**src/rtl/segbus_pkg.sv**
```systemverilog
package segbus_pkg;
  localparam int BYTE_W = 8;
  localparam int ADDR_W = 4;
  localparam int SEQ_MAX = 4;
  localparam int IDX_W = $clog2(SEQ_MAX);
  localparam int BIT_W = $clog2(BYTE_W);

  localparam logic [BYTE_W-1:0] MODE_FIXED = 8'h44;
  localparam logic [BYTE_W-1:0] WRITE_BASE = 8'hC0;
  localparam logic [BYTE_W-1:0] CTRL_BASE  = 8'h80;
  localparam logic [BYTE_W-1:0] INIT_CTRL  = 8'h8C;

  typedef struct packed {
    logic              start;
    logic              bitLo;
    logic              bitHi;
    logic              stop;
    logic              load;
    logic [BYTE_W-1:0] loadByte;
  } busCmd_t;

  typedef enum logic [2:0] {
    S_IDLE, S_START, S_BITLO, S_BITHI, S_STOP, S_GAP
  } seqState_t;
endpackage

```
**src/rtl/segbus_datapath.sv**
```systemverilog
module segbus_datapath
  import segbus_pkg::*;
#(
  parameter int HALF_DIV = 64
) (
  input  logic    clk,
  input  logic    rst,
  input  busCmd_t cmd,
  output logic    tick,
  output logic    busStb,
  output logic    busClk,
  output logic    busDat
);
  localparam int DIV_W = (HALF_DIV > 2) ? $clog2(HALF_DIV) : 1;
  localparam logic [DIV_W-1:0] DIV_LAST = DIV_W'(HALF_DIV - 1);

  logic [DIV_W-1:0]  divCnt;
  logic [BYTE_W-1:0] shiftReg;

  assign tick = (divCnt == DIV_LAST);

  always_ff @(posedge clk) begin
    if (rst)       divCnt <= '0;
    else if (tick) divCnt <= '0;
    else           divCnt <= divCnt + 1'b1;
  end

  always_ff @(posedge clk) begin
    if (rst) begin
      shiftReg <= '0;
      busStb   <= 1'b1;
      busClk   <= 1'b1;
      busDat   <= 1'b1;
    end else begin
      if (cmd.start) busStb <= 1'b0;
      if (cmd.bitLo) begin
        busClk <= 1'b0;
        busDat <= shiftReg[0];
      end
      if (cmd.bitHi) busClk <= 1'b1;
      if (cmd.load)       shiftReg <= cmd.loadByte;
      else if (cmd.bitHi) shiftReg <= {1'b0, shiftReg[BYTE_W-1:1]};
      if (cmd.stop) begin
        busStb <= 1'b1;
        busClk <= 1'b1;
        busDat <= 1'b1;
      end
    end
  end

  assert_div_range_R6: assert property (@(posedge clk) disable iff (rst)
    divCnt <= DIV_LAST);

  assert_lines_paced_R6: assert property (@(posedge clk) disable iff (rst)
    !tick |=> $stable({busStb, busClk, busDat}));

  assert_clk_in_frame_R5: assert property (@(posedge clk) disable iff (rst)
    !busClk |-> !busStb);

  assert_data_hold_R5: assert property (@(posedge clk) disable iff (rst)
    (!busStb && $past(!busStb) && !$stable(busDat)) |-> !busClk);
endmodule

```
**src/rtl/segbus_ctrl.sv**
```systemverilog
module segbus_ctrl
  import segbus_pkg::*;
(
  input  logic              clk,
  input  logic              rst,
  input  logic              tick,
  input  logic              reqValid,
  input  logic              reqIsCtrl,
  input  logic [ADDR_W-1:0] reqAddr,
  input  logic [BYTE_W-1:0] reqData,
  output logic              reqReady,
  output busCmd_t           cmd
);
  seqState_t                          state;
  logic [SEQ_MAX-1:0][BYTE_W-1:0]     seqByte;
  logic [SEQ_MAX-1:0]                 seqEnd;
  logic [IDX_W-1:0]                   seqLen;
  logic [IDX_W-1:0]                   idx;
  logic [BIT_W-1:0]                   bitCnt;
  logic                               gapCnt;
  logic                               lastBit;

  assign reqReady = (state == S_IDLE);
  assign lastBit  = (bitCnt == BIT_W'(BYTE_W - 1));

  always_comb begin
    cmd = '0;
    if (tick) begin
      unique case (state)
        S_START: begin
          cmd.start    = 1'b1;
          cmd.load     = 1'b1;
          cmd.loadByte = seqByte[idx];
        end
        S_BITLO: cmd.bitLo = 1'b1;
        S_BITHI: begin
          cmd.bitHi = 1'b1;
          if (lastBit && !seqEnd[idx]) begin
            cmd.load     = 1'b1;
            cmd.loadByte = seqByte[idx + 1'b1];
          end
        end
        S_STOP:  cmd.stop = 1'b1;
        default: ;
      endcase
    end
  end

  always_ff @(posedge clk) begin
    if (rst) begin
      state   <= S_GAP;
      seqByte <= '0;
      seqByte[0] <= INIT_CTRL;
      seqEnd  <= SEQ_MAX'(1);
      seqLen  <= IDX_W'(1);
      idx     <= '0;
      bitCnt  <= '0;
      gapCnt  <= 1'b0;
    end else begin
      unique case (state)
        S_IDLE: if (reqValid) begin
          idx   <= '0;
          state <= S_START;
          if (reqIsCtrl) begin
            seqByte[0] <= CTRL_BASE | {4'b0, reqData[3:0]};
            seqEnd     <= SEQ_MAX'(1);
            seqLen     <= IDX_W'(1);
          end else begin
            seqByte[0] <= MODE_FIXED;
            seqByte[1] <= WRITE_BASE | {{(BYTE_W-ADDR_W){1'b0}}, reqAddr};
            seqByte[2] <= reqData;
            seqEnd     <= SEQ_MAX'(5);
            seqLen     <= IDX_W'(3);
          end
        end
        S_START: if (tick) begin
          bitCnt <= '0;
          state  <= S_BITLO;
        end
        S_BITLO: if (tick) state <= S_BITHI;
        S_BITHI: if (tick) begin
          if (lastBit) begin
            if (seqEnd[idx]) begin
              state <= S_STOP;
            end else begin
              idx    <= idx + 1'b1;
              bitCnt <= '0;
              state  <= S_BITLO;
            end
          end else begin
            bitCnt <= bitCnt + 1'b1;
            state  <= S_BITLO;
          end
        end
        S_STOP: if (tick) begin
          idx    <= idx + 1'b1;
          gapCnt <= 1'b0;
          state  <= S_GAP;
        end
        S_GAP: if (tick) begin
          if (gapCnt) begin
            if (idx == seqLen) begin
              idx   <= '0;
              state <= S_IDLE;
            end else begin
              state <= S_START;
            end
          end else begin
            gapCnt <= 1'b1;
          end
        end
        default: state <= S_IDLE;
      endcase
    end
  end

  assert_idx_bound_R3: assert property (@(posedge clk) disable iff (rst)
    (state != S_IDLE) |-> (idx <= seqLen));

  assert_accept_busy_R7: assert property (@(posedge clk) disable iff (rst)
    (reqValid && reqReady) |=> (!reqReady && !cmd.stop));
endmodule

```
**src/rtl/segLedBusWriter.sv**
```systemverilog
module segLedBusWriter
  import segbus_pkg::*;
#(
  parameter int HALF_DIV = 64
) (
  input  logic        clk,
  input  logic        rst,
  input  logic        reqValid,
  output logic        reqReady,
  input  logic        reqIsCtrl,
  input  logic [3:0]  reqAddr,
  input  logic [7:0]  reqData,
  output logic        busStb,
  output logic        busClk,
  output logic        busDat
);
  localparam int GAP_MIN = 2 * HALF_DIV;
  localparam int GAP_W   = $clog2(GAP_MIN + 1) + 1;

  busCmd_t cmd;
  logic    tick;

  segbus_ctrl u_ctrl (
    .clk(clk), .rst(rst), .tick(tick),
    .reqValid(reqValid), .reqIsCtrl(reqIsCtrl),
    .reqAddr(reqAddr), .reqData(reqData),
    .reqReady(reqReady), .cmd(cmd)
  );

  segbus_datapath #(.HALF_DIV(HALF_DIV)) u_dp (
    .clk(clk), .rst(rst), .cmd(cmd), .tick(tick),
    .busStb(busStb), .busClk(busClk), .busDat(busDat)
  );

  logic [GAP_W-1:0] stbHighCnt;
  always_ff @(posedge clk) begin
    if (rst || !busStb) stbHighCnt <= '0;
    else if (stbHighCnt < GAP_W'(GAP_MIN)) stbHighCnt <= stbHighCnt + 1'b1;
  end

  assert_strobe_gap_R8: assert property (@(posedge clk) disable iff (rst)
    $fell(busStb) |-> (stbHighCnt >= GAP_W'(GAP_MIN)));

  assert_busy_in_frame_R7: assert property (@(posedge clk) disable iff (rst)
    $fell(busStb) |-> !reqReady);
endmodule

```
**config.mk**
```make
export PLATFORM = sky130hd
export DESIGN_NAME = segLedBusWriter
export DESIGN_NICKNAME = d
export VERILOG_FILES = /design/src/rtl/segbus_pkg.sv /design/src/rtl/segbus_datapath.sv /design/src/rtl/segbus_ctrl.sv /design/src/rtl/segLedBusWriter.sv
export SDC_FILE = /design/constraint.sdc
export NUM_CORES = 1
export LEC_CHECK = 0
export ABC_AREA = 1
export ABC_CLOCK_PERIOD_IN_PS = 2700
export BUFFER_PORTS_ARGS = -buffer_cell sky130_fd_sc_hd__buf_2
export CORE_MARGIN = 8
export CORE_UTILIZATION = 55
export CTS_CLUSTER_DIAMETER = 50
export DETAILED_ROUTE_END_ITERATION = 6
export PLACE_DENSITY = 0.75
export SLEW_MARGIN = 20
export SYNTH_ARGS = -nofsm -noshare
export SYNTH_HDL_FRONTEND = slang
export SYNTH_SLANG_ARGS = --single-unit
```
**constraint.sdc**
```tcl
create_clock -name clk -period 2.7 [get_ports clk]
set_clock_uncertainty 0.1 [all_clocks]
set_input_delay 0.81 -clock clk [delete_from_list [all_inputs] [get_ports clk]]
set_output_delay 0.81 -clock clk [all_outputs]
set_load 0.005 [all_outputs]
```
Word-level counts from Yosys, hierarchy flattened
Cells that the tools add are included.
{ "classes": {"n_mux": 46, "n_addsub": 3, "n_lt_le_gt_ge": 2, "n_bitwise": 1, "n_eq_ne": 19, "n_reduce_logical": 16} }
{ "op_table": {"columns": ["cell", "count"], "rows": [
  ["$mux W3", 14],
  ["$mux W8", 5],
  ["$bmux W8 S2", 2],
  ["$mux W2", 9],
  ["$pmux W3 S6", 1],
  ["$pmux W9 S2", 1],
  ["$ne A2 B2 Y1 const B", 7],
  ["$mux W13", 1],
  ["$eq A3 B3 Y1 const B", 3],
  ["$mux W9", 1],
  ["$reduce_and A9 Y1", 1],
  ["$mux W1", 8],
  ["$pmux W2 S4", 1],
  ["$reduce_and A7 Y1", 1],
  ["$add A6 B1 Y6 const B", 1],
  ["$eq A3 B2 Y1 const B", 2],
  ["$eq A6 B6 Y1 const B", 1],
  ["$lt A2 B3 Y1 const B", 2],
  ["$ne A2 B1 Y1 const B", 3],
  ["$pmux W3 S2", 1],
  ["$reduce_and A3 Y1", 2],
  ["$reduce_bool A2 Y1", 3],
  ["$reduce_and A4 Y1", 1],
  ["$reduce_bool A4 Y1", 1],
  ["other kinds (14)", 15]
]} }
{ "totals": {"register_bits": 53, "elab_cells": 101, "output_inout_bits": 4, "input_bits": 16} }

Longest topological paths before layout
Gate-level depths: netlist (run 1).
{ "depth": {"word_depth": 9, "depth_mapped": 11} }

By module
Synthesis (run 1) repeated with hierarchy kept, for this count alone.
{ "hier_totals": {"cells_unflattened": 347, "area_unflattened_um2": 2403.6} }
{ "modules_own_cells": {"columns": ["mod", "area_per_inst_um2", "cells_each", "n_inst"], "rows": [
  ["segbus_ctrl", 1699.1, 253, 1],
  ["segbus_datapath", 704.4, 94, 1]
]} }

Least setup slack after synthesis (run 1)
Ideal clock, no wire load.
{ "synth_timing": {"path_kind": "in2reg", "start": "input rst", "end": "register u_ctrl.bitCnt[0]", "slack_ns": 1.008, "t_arrival_ns": 1.528, "stages": 5, "t_required_ns": 2.535, "path_cell_list": "clkbuf_1 > inv_1 > clkbuf_1 > o21ai_0 > nor2_1"} }
{ "synth_rtl": {"columns": ["element", "line_no", "text"], "rows": [
  ["from (decl)", "segLedBusWriter.sv:7", "input logic rst,"],
  ["to (signal assigned)", "segbus_ctrl.sv:91", "bitCnt <= bitCnt + 1'b1;"],
  ["to (decl)", "segbus_ctrl.sv:19", "logic [BIT_W-1:0] bitCnt;"]
]} }

Worst setup path after layout (run 1)
{ "layout_timing": {"start": "register u_ctrl.state[0]", "end": "output reqReady"} }
{ "layout_between": {"elab_chain_len": 1} }
{ "layout_rtl": {"columns": ["element", "line_no", "text"], "rows": [
  ["from (decl)", "segbus_ctrl.sv:14", "seqState_t state;"],
  ["from (signal assigned)", "segbus_ctrl.sv:51", "state <= S_GAP;"],
  ["from (signal assigned)", "segbus_ctrl.sv:63", "state <= S_START;"],
  ["from (signal assigned)", "segbus_ctrl.sv:78", "state <= S_BITLO;"],
  ["$logic_not A3 Y1", "segbus_ctrl.sv:23", "assign reqReady = (state == S_IDLE);"],
  ["to (decl)", "segLedBusWriter.sv:9", "output logic reqReady,"]
]} }
Every way passes these cells.

==> impl_results.md, run 1 <==
* Max Fclk at 0.4515 GHz
* Final WL at between 5 and 6 mm
* Worst-Skew Late Latency at 0.30 ns
* Remaining Overflow, GRT at 0
* Most instantiated cells after synthesis: 104 x nand2_1, 56 x nor2_1, 45 x dfxtp_1
* YS warnings at 0
* Critical path required time at 1.79 ns
* FF-to-FF path depth at 9
* Simple-gate share of the synthesized area at 41.11%
* Maximum VDD drop at ~390 uV
* DRC at 0
* Antenna Nets Post-Route at 0
* Die Y at about 80 um
* Dominant cell by count in the synthesized netlist: nand2_1
* Fillers at ~420
* Synth area leaders: dfxtp_1 37%, nand2_1 16%, nor2_1 8.7%, nand3_1 6.8%, o21ai_0 4.8%
* # diodes at 0
* Synth Area in Compound Gates at 11.12%
* FFs w/ async S/R, synth at 0%
* H-tree level count at 2
* Routed vias at 2,214
* Area delta synth->final at 7.032%
* Pwr Density at 741.9 mW/mm^2
* All-Layer GR Usage at between 10% and 20%
* Layout cells sized above 1 at approximately 14%
* Number of synthesized flops with an enable pin at 0
* Iter 0 DRT Violations at 133
* R2R setup slack at roughly 0.84 ns
* Clk slew on worst S/H paths at 0.09 ns
* RSZ-0062 raised after global routing: false
* Mapped Area at 0.002420 mm^2
* IO Pins at 20
* Final Cycle Share at between 80% and 90%
* Vias in the first global route at around 2,100
* DR vias/cell at between 5 and 6
* Sum Neg Setup Slack at 0 ns
* Leak at 0.001230 uW
* Hold Crit Depth at 1
* Critical Path Fanout Max at 9
* CTS buffer count at 5
* Post-Syn Instances at between 300 and 400
* Fin. max-slew vios at 0
* Top-area cell type share of the netlist area at 37.23%
* Initial antenna violation count at 0
* Hold WC Path Type: register to register
* First-pass GRT wire length at 9.301 mm
* Data arrival, critical path at between 1 and 1.5 ns
* Cts repair resizes at 0
* Routed len/inst at 12.16 um
* Hold bufs inserted after CTS at 0
* Post-CTS setup buffers at 0
* Mux cell area share after synthesis at 0%
* Core area at 0.004294 mm^2
* Setup Viol. Count Final at 0
* Crit path kind: register to primary output
* Adder-Cell Fraction of Synth Area at 1.551%
* Fin. Hold Viols at 0
* Yosys reg bits at 45
* CTS Root Buffer Type: clkbuf_8
* Die footprint at 0.006778 mm^2
* Largest net degree at the start of global routing at 25
* Worst-Margin Slew at 0.7495 ns
* Final Critical Period at 2.215 ns
* Synth Flop Type: dfxtp_1
* Drt pass-1 iters at 4
* Layout Nets at 391
* CTS Sinks at between 40 and 50
* Area leader, netlist: dfxtp_1
* Synthesized net count at around 380
* Outcome: finished, final reports clean
* Max_cap viols at 0
* Library cells used by synthesis at 30
* DP HPWL at 3.771 mm
* Die width at 82.33 um
* Initial core utilization at 56.35%
* # rows at 24
* GP Congestion at 0.8761
* Multi-input gate area at 0.001328 mm^2
* XOR/XNOR Fraction of Synth Area at 1.086%
* CTS tree: built
* CTS Buffer Depth at 2
* Register area share after synthesis at between 30% and 40%
* CP endpoint kind: primary output
* Tot Pwr at between 1500 and 2000 uW
* Storage cell area at 900.9 um^2
* Syn avg cell area at 6.797 um^2
* PortBufs at 19
* Startpoint class of the critical path: register
* Main combinational cell family by area after synthesis: simple AND/OR/NAND/NOR gates
* Slew margin rel. at about half
[sequential cells by signal, summed over array words and instances (netlist names)]
register and flops:
u_dp.busStb 1, u_dp.busDat 1, u_ctrl.bitCnt 3, u_ctrl.gapCnt 1, u_ctrl.idx 2, u_dp.divCnt 6, u_ctrl.state 3, u_dp.busClk 1
u_dp.shiftReg 8, u_ctrl.seqByte 19
[metal layers]
metal | GRT usage (%) | vias up | wire [um]
li1 | - | 1164 | -
met1 | 20.27 | 1011 | 2411
met2 | 30.07 | 32 | 2530
met3 | 3.788 | 7 | 167
met4 | 5.789 | 0 | 61
met5 | 0 | - | 0
[metrics by stage]
stage	std cells	hold slack (ns)	worst slack, ns	cell area [um^2]	utilization, %
after floorplan	356	0.3179	1.008	2420	-
after global placement	417	0.3305	0.5171	2506	58.36
after detailed placement	417	0.3377	0.4736	2506	58.36
after CTS	425	0.3567	0.4785	2590	60.31
after global routing	425	0.3683	0.3913	2590	60.31
final	425	0.3488	0.4851	2590	60.31
[cell type report]
type | count | share of cell area (%)
multi-input combinational | 271 | 51.26
clock inverter | 1 | 0.2899
clock buffer | 7 | 2.947
sequential | 45 | 34.78
inverter | 29 | 4.251
tap | 52 | 2.512
timing repair buffer | 20 | 3.961
[power breakdown]
group	total, uW	switching [uW]	leakage [uW]	internal (uW)
combinational	729	494	0.000827	235
sequential	776	63.2	0.000364	712
clock	417	234	0.0000385	184
total	1920	791	0.00123	1130
[cell usage in the layout, fill, tap and decap left out, types with 2 or more instances in the layout]
master	count
nor2_8	3
inv_2	4
clkbuf_8	5
nor2_2	3
ha_1	3
o21ai_1	4
buf_2	19
nand2_4	5
dfxtp_1	45
o21ai_0	23
a21oi_1	14
nand2_2	5
nand3_2	3
o211ai_1	3
xor2_1	2
clkbuf_1	2
nand3_1	33
inv_1	24
nor2_1	56
o21ai_2	2
nand2_1	104
[worst max-delay path, stage by stage (launching register included)]
cell	delay [ns]
dfxtp_1	0.57
nor2_2	0.11
nand2_2	0.15
inv_1	0.05
buf_2	0.12
[logic make-up after synthesis]
| logic type | count (synthesis) |
|---|---|
| and+or+nand+nor | 216 |
| buffers and inverters | 40 |
| adders and majority gates | 3 |
| AOI/OAI and AO/OA | 49 |
| DFF | 45 |
| xor gates and xnor gates | 3 |
[path summary, 6_finish.rpt]
| kind | start | endpoint |
|---|---|---|
| worst max-delay path | u_ctrl.state[0]$_SDFFE_PP1P_ | reqReady |
| worst min-delay path | u_dp.divCnt[0]$_SDFF_PP0_ | u_dp.divCnt[0]$_SDFF_PP0_ |
| worst max register to register | u_dp.divCnt[0]$_SDFF_PP0_ | u_ctrl.bitCnt[1]$_SDFFE_PP0P_ |
| worst min register to register | u_dp.divCnt[0]$_SDFF_PP0_ | u_dp.divCnt[0]$_SDFF_PP0_ |
Note: power is estimated with default switching activity, not from simulation.
==> run 2, diff against run 1 <==
Settings changed: ABC_CLOCK_PERIOD_IN_PS 2700 to 1800, CORE_UTILIZATION 55 to 53, PLACE_DENSITY 0.75 to 0.76.
Clock period 2.7 ns to 1.8 ns, I/O delays scaled along.
==> run 2 against run 1 <==
Compared with the run above:
- clock power grew 54%
- sequential power grew 52%
- critical path type unchanged
- total power grew 57%
- cell area grew 4.3%
==> impl_results.md, run 2 (synthesis gave the netlist of run 1 again) <==
* Max Fclk at 0.5793 GHz
* Leak at 0.001280 uW (+4.1%)
* # diodes at 0 (unchanged)
* Final WL at 5.342 mm (+3.3%)
* Max reg flops at 19 (unchanged)
* Clk pwr share at 21.4% (-0.3 points)
* Hold bufs inserted after CTS at 0 (unchanged)
* Vias in the first global route at 2,136 (+1.3%)
* CP endpoint kind: primary output
* Worst-Margin Slew at 0.4165 ns (-0.3329 ns)
* Critical path required time at 1.16 ns (-0.63 ns)
* Final Cycle Share at between 90% and 100%
* GP Congestion at 0.8752 (-0.10%)
* Worst-Skew Late Latency at 0.30 ns (about the same)
* Routed len/inst at 12.34 um (+1.4%)
* Most frequent cells in the layout: 104 x nand2_1, 55 x nor2_1, 42 x dfxtp_1
* H-tree level count at 2 (unchanged)
* Place WS at 0.09908 ns (-0.3745 ns)
* Most common cell after layout, fill and taps aside: nand2_1
* Switching part of the total at 40.37% (-0.79 points)
* Hold WC Path Type: register to register
* Clk slew on worst S/H paths at 0.08 ns (about the same)
* Max_cap viols at 0 (unchanged)
* PortBufs at 19 (unchanged)
* DP HPWL at 3.981 mm (+5.6%)
* Routed vias at 2,236 (+0.99%)
* Crit path kind: register to primary output
* Initial core utilization at 55.19% (-1.2 points)
* Antenna Nets Post-Route at 0 (unchanged)
* Drt pass-1 iters at 4 (unchanged)
* Iter 0 DRT Violations at 97 (-27%)
* Maximum VDD drop at 556.7 uV (+41%)
* Layout cells sized above 1 at 18.11% (+3.6 points)
* Setup Viol. Count Final at 0 (unchanged)
* Fin. Hold Viols at 0 (unchanged)
* First-pass GRT wire length at 9.349 mm (+0.52%)
* CTS buffer count at 5 (unchanged)
* IO Pins at 20 (unchanged)
* Fin. max-slew vios at 0 (unchanged)
* Initial antenna violation count at 0 (unchanged)
* CTS Root Buffer Type: clkbuf_8
* Largest Register: u_ctrl.seqByte
* Die width at 83.57 um (+1.5%)
* Internal at 1797 uW (+59%)
* All-Layer GR Usage at 15.78% (-1.4 points)
* Remaining Overflow, GRT at 0 (unchanged)
* CTS Sinks at 45 (unchanged)
* Gate power share at 39.4% (+1.5 points)
* Critical Path Fanout Max at 7 (-2)
* CTS Buffer Depth at 2 (unchanged)
* Die Y at 83.57 um (+1.5%)
* Slew margin rel. at 72.23% (+22 points)
* Data arrival, critical path at 1.09 ns (-0.21 ns)
* CTS tree: built
* Largest net degree at the start of global routing at 17 (-32%)
* DRC at 0 (unchanged)
* Layout Nets at 400 (+2.3%)
* Pwr Density at 1115 mW/mm^2 (+50%)
* Sw Pwr at 1216 uW (+54%)
* # rows at 24 (unchanged)
* Crit path setup slack, layout at 0.07381 ns (-0.4113 ns)
* Area delta synth->final at 11.63%
* Final Critical Period at 1.726 ns
* Regs by FF count: u_ctrl.seqByte (19), u_dp.shiftReg (8), u_dp.divCnt (6)
* Hold Slack at 0.3296 ns (-0.01922 ns)
* Die footprint at 0.006984 mm^2 (+3.0%)
* Outcome: finished, final reports clean
* Core area at 0.004384 mm^2 (+2.1%)
* DR vias/cell at 5.164 (-0.87%)
* R2R setup slack at 0.11 ns (-0.73 ns)
* Flop pwr share at 39.2% (-1.2 points)
* Startpoint class of the critical path: register
[run 2: cell types whose count changed in the layout (fill, tap and decap cells not counted), moves of 2 or more]
cell / change
buf_4: +9
dfxtp_1: -3
clkbuf_1: -2
dfxtp_2: +2
nor2_4: +2
[run 2: power groups by stage]
| stage | clock [uW] | sequential, uW | combinational (uW) |
|---|---|---|---|
| global route | 697 | 1190 | 1360 |
| finish | 643 | 1180 | 1190 |
| CTS | 660 | 1170 | 1150 |
| detailed placement | 0 | 1190 | 1140 |
| floorplan | 0 | 1150 | 935 |
| global placement | 0 | 1180 | 1140 |
[run 2: timing repair]
item | 4_1_cts | 5_1_grt
resized for setup | 3 | 8
pin swaps | 0 | 2
setup endpoints to repair | 1 | 10
buffers inserted | 0 | 1
endpoints found under the hold margin | 0 | 0
[run 2: final cells by class]
class                           count  area, um^2
Clock buffer                        6       82.58
Tap cell                           52       65.06
Fill cell                         421        1683
Sequential cell                    45       907.1
Multi-Input combinational cell    271        1359
Clock inverter                      1       7.507
Timing Repair Buffer               29       170.2
Inverter                           29       110.1
[run 2: critical path, stage by stage (launching register included)]
cell,delay [ns]
dfxtp_4,0.39
nor2_4,0.13
nand2_2,0.11
inv_1,0.06
buf_2,0.10
[run 2: path summary, 6_finish.rpt]
kind,startpoint,endpoint,cells past startpoint
worst min-delay path,u_dp.divCnt[0]$_SDFF_PP0_,u_dp.divCnt[0]$_SDFF_PP0_,1
worst min register to register,u_dp.divCnt[0]$_SDFF_PP0_,u_dp.divCnt[0]$_SDFF_PP0_,1
worst max-delay path,u_ctrl.state[0]$_SDFFE_PP1P_,reqReady,4
worst max register to register,u_dp.divCnt[1]$_SDFF_PP0_,u_ctrl.bitCnt[2]$_SDFFE_PP0P_,9
[run 2: metal layers]
layer  up-vias  GRT usage, %  wire (um)
li1       1191             -          -
met1       977         19.47       2430
met2        58         25.19       2494
met3        10         3.613        276
met4         0         7.378        141
met5         -             0          0
[run 2: metrics by stage]
stage	cell area [um^2]	power [uW]	std cells	setup TNS [ns]	util (%)
2_1_floorplan	2420	2087	356	0	-
3_3_place_gp	2566	2321	425	0	58.53
6_report	2701	3013	433	0	61.62
3_5_place_dp	2566	2327	425	0	58.53
5_1_grt	2701	3246	433	-0.01151	61.62
4_1_cts	2664	2986	432	0	60.76
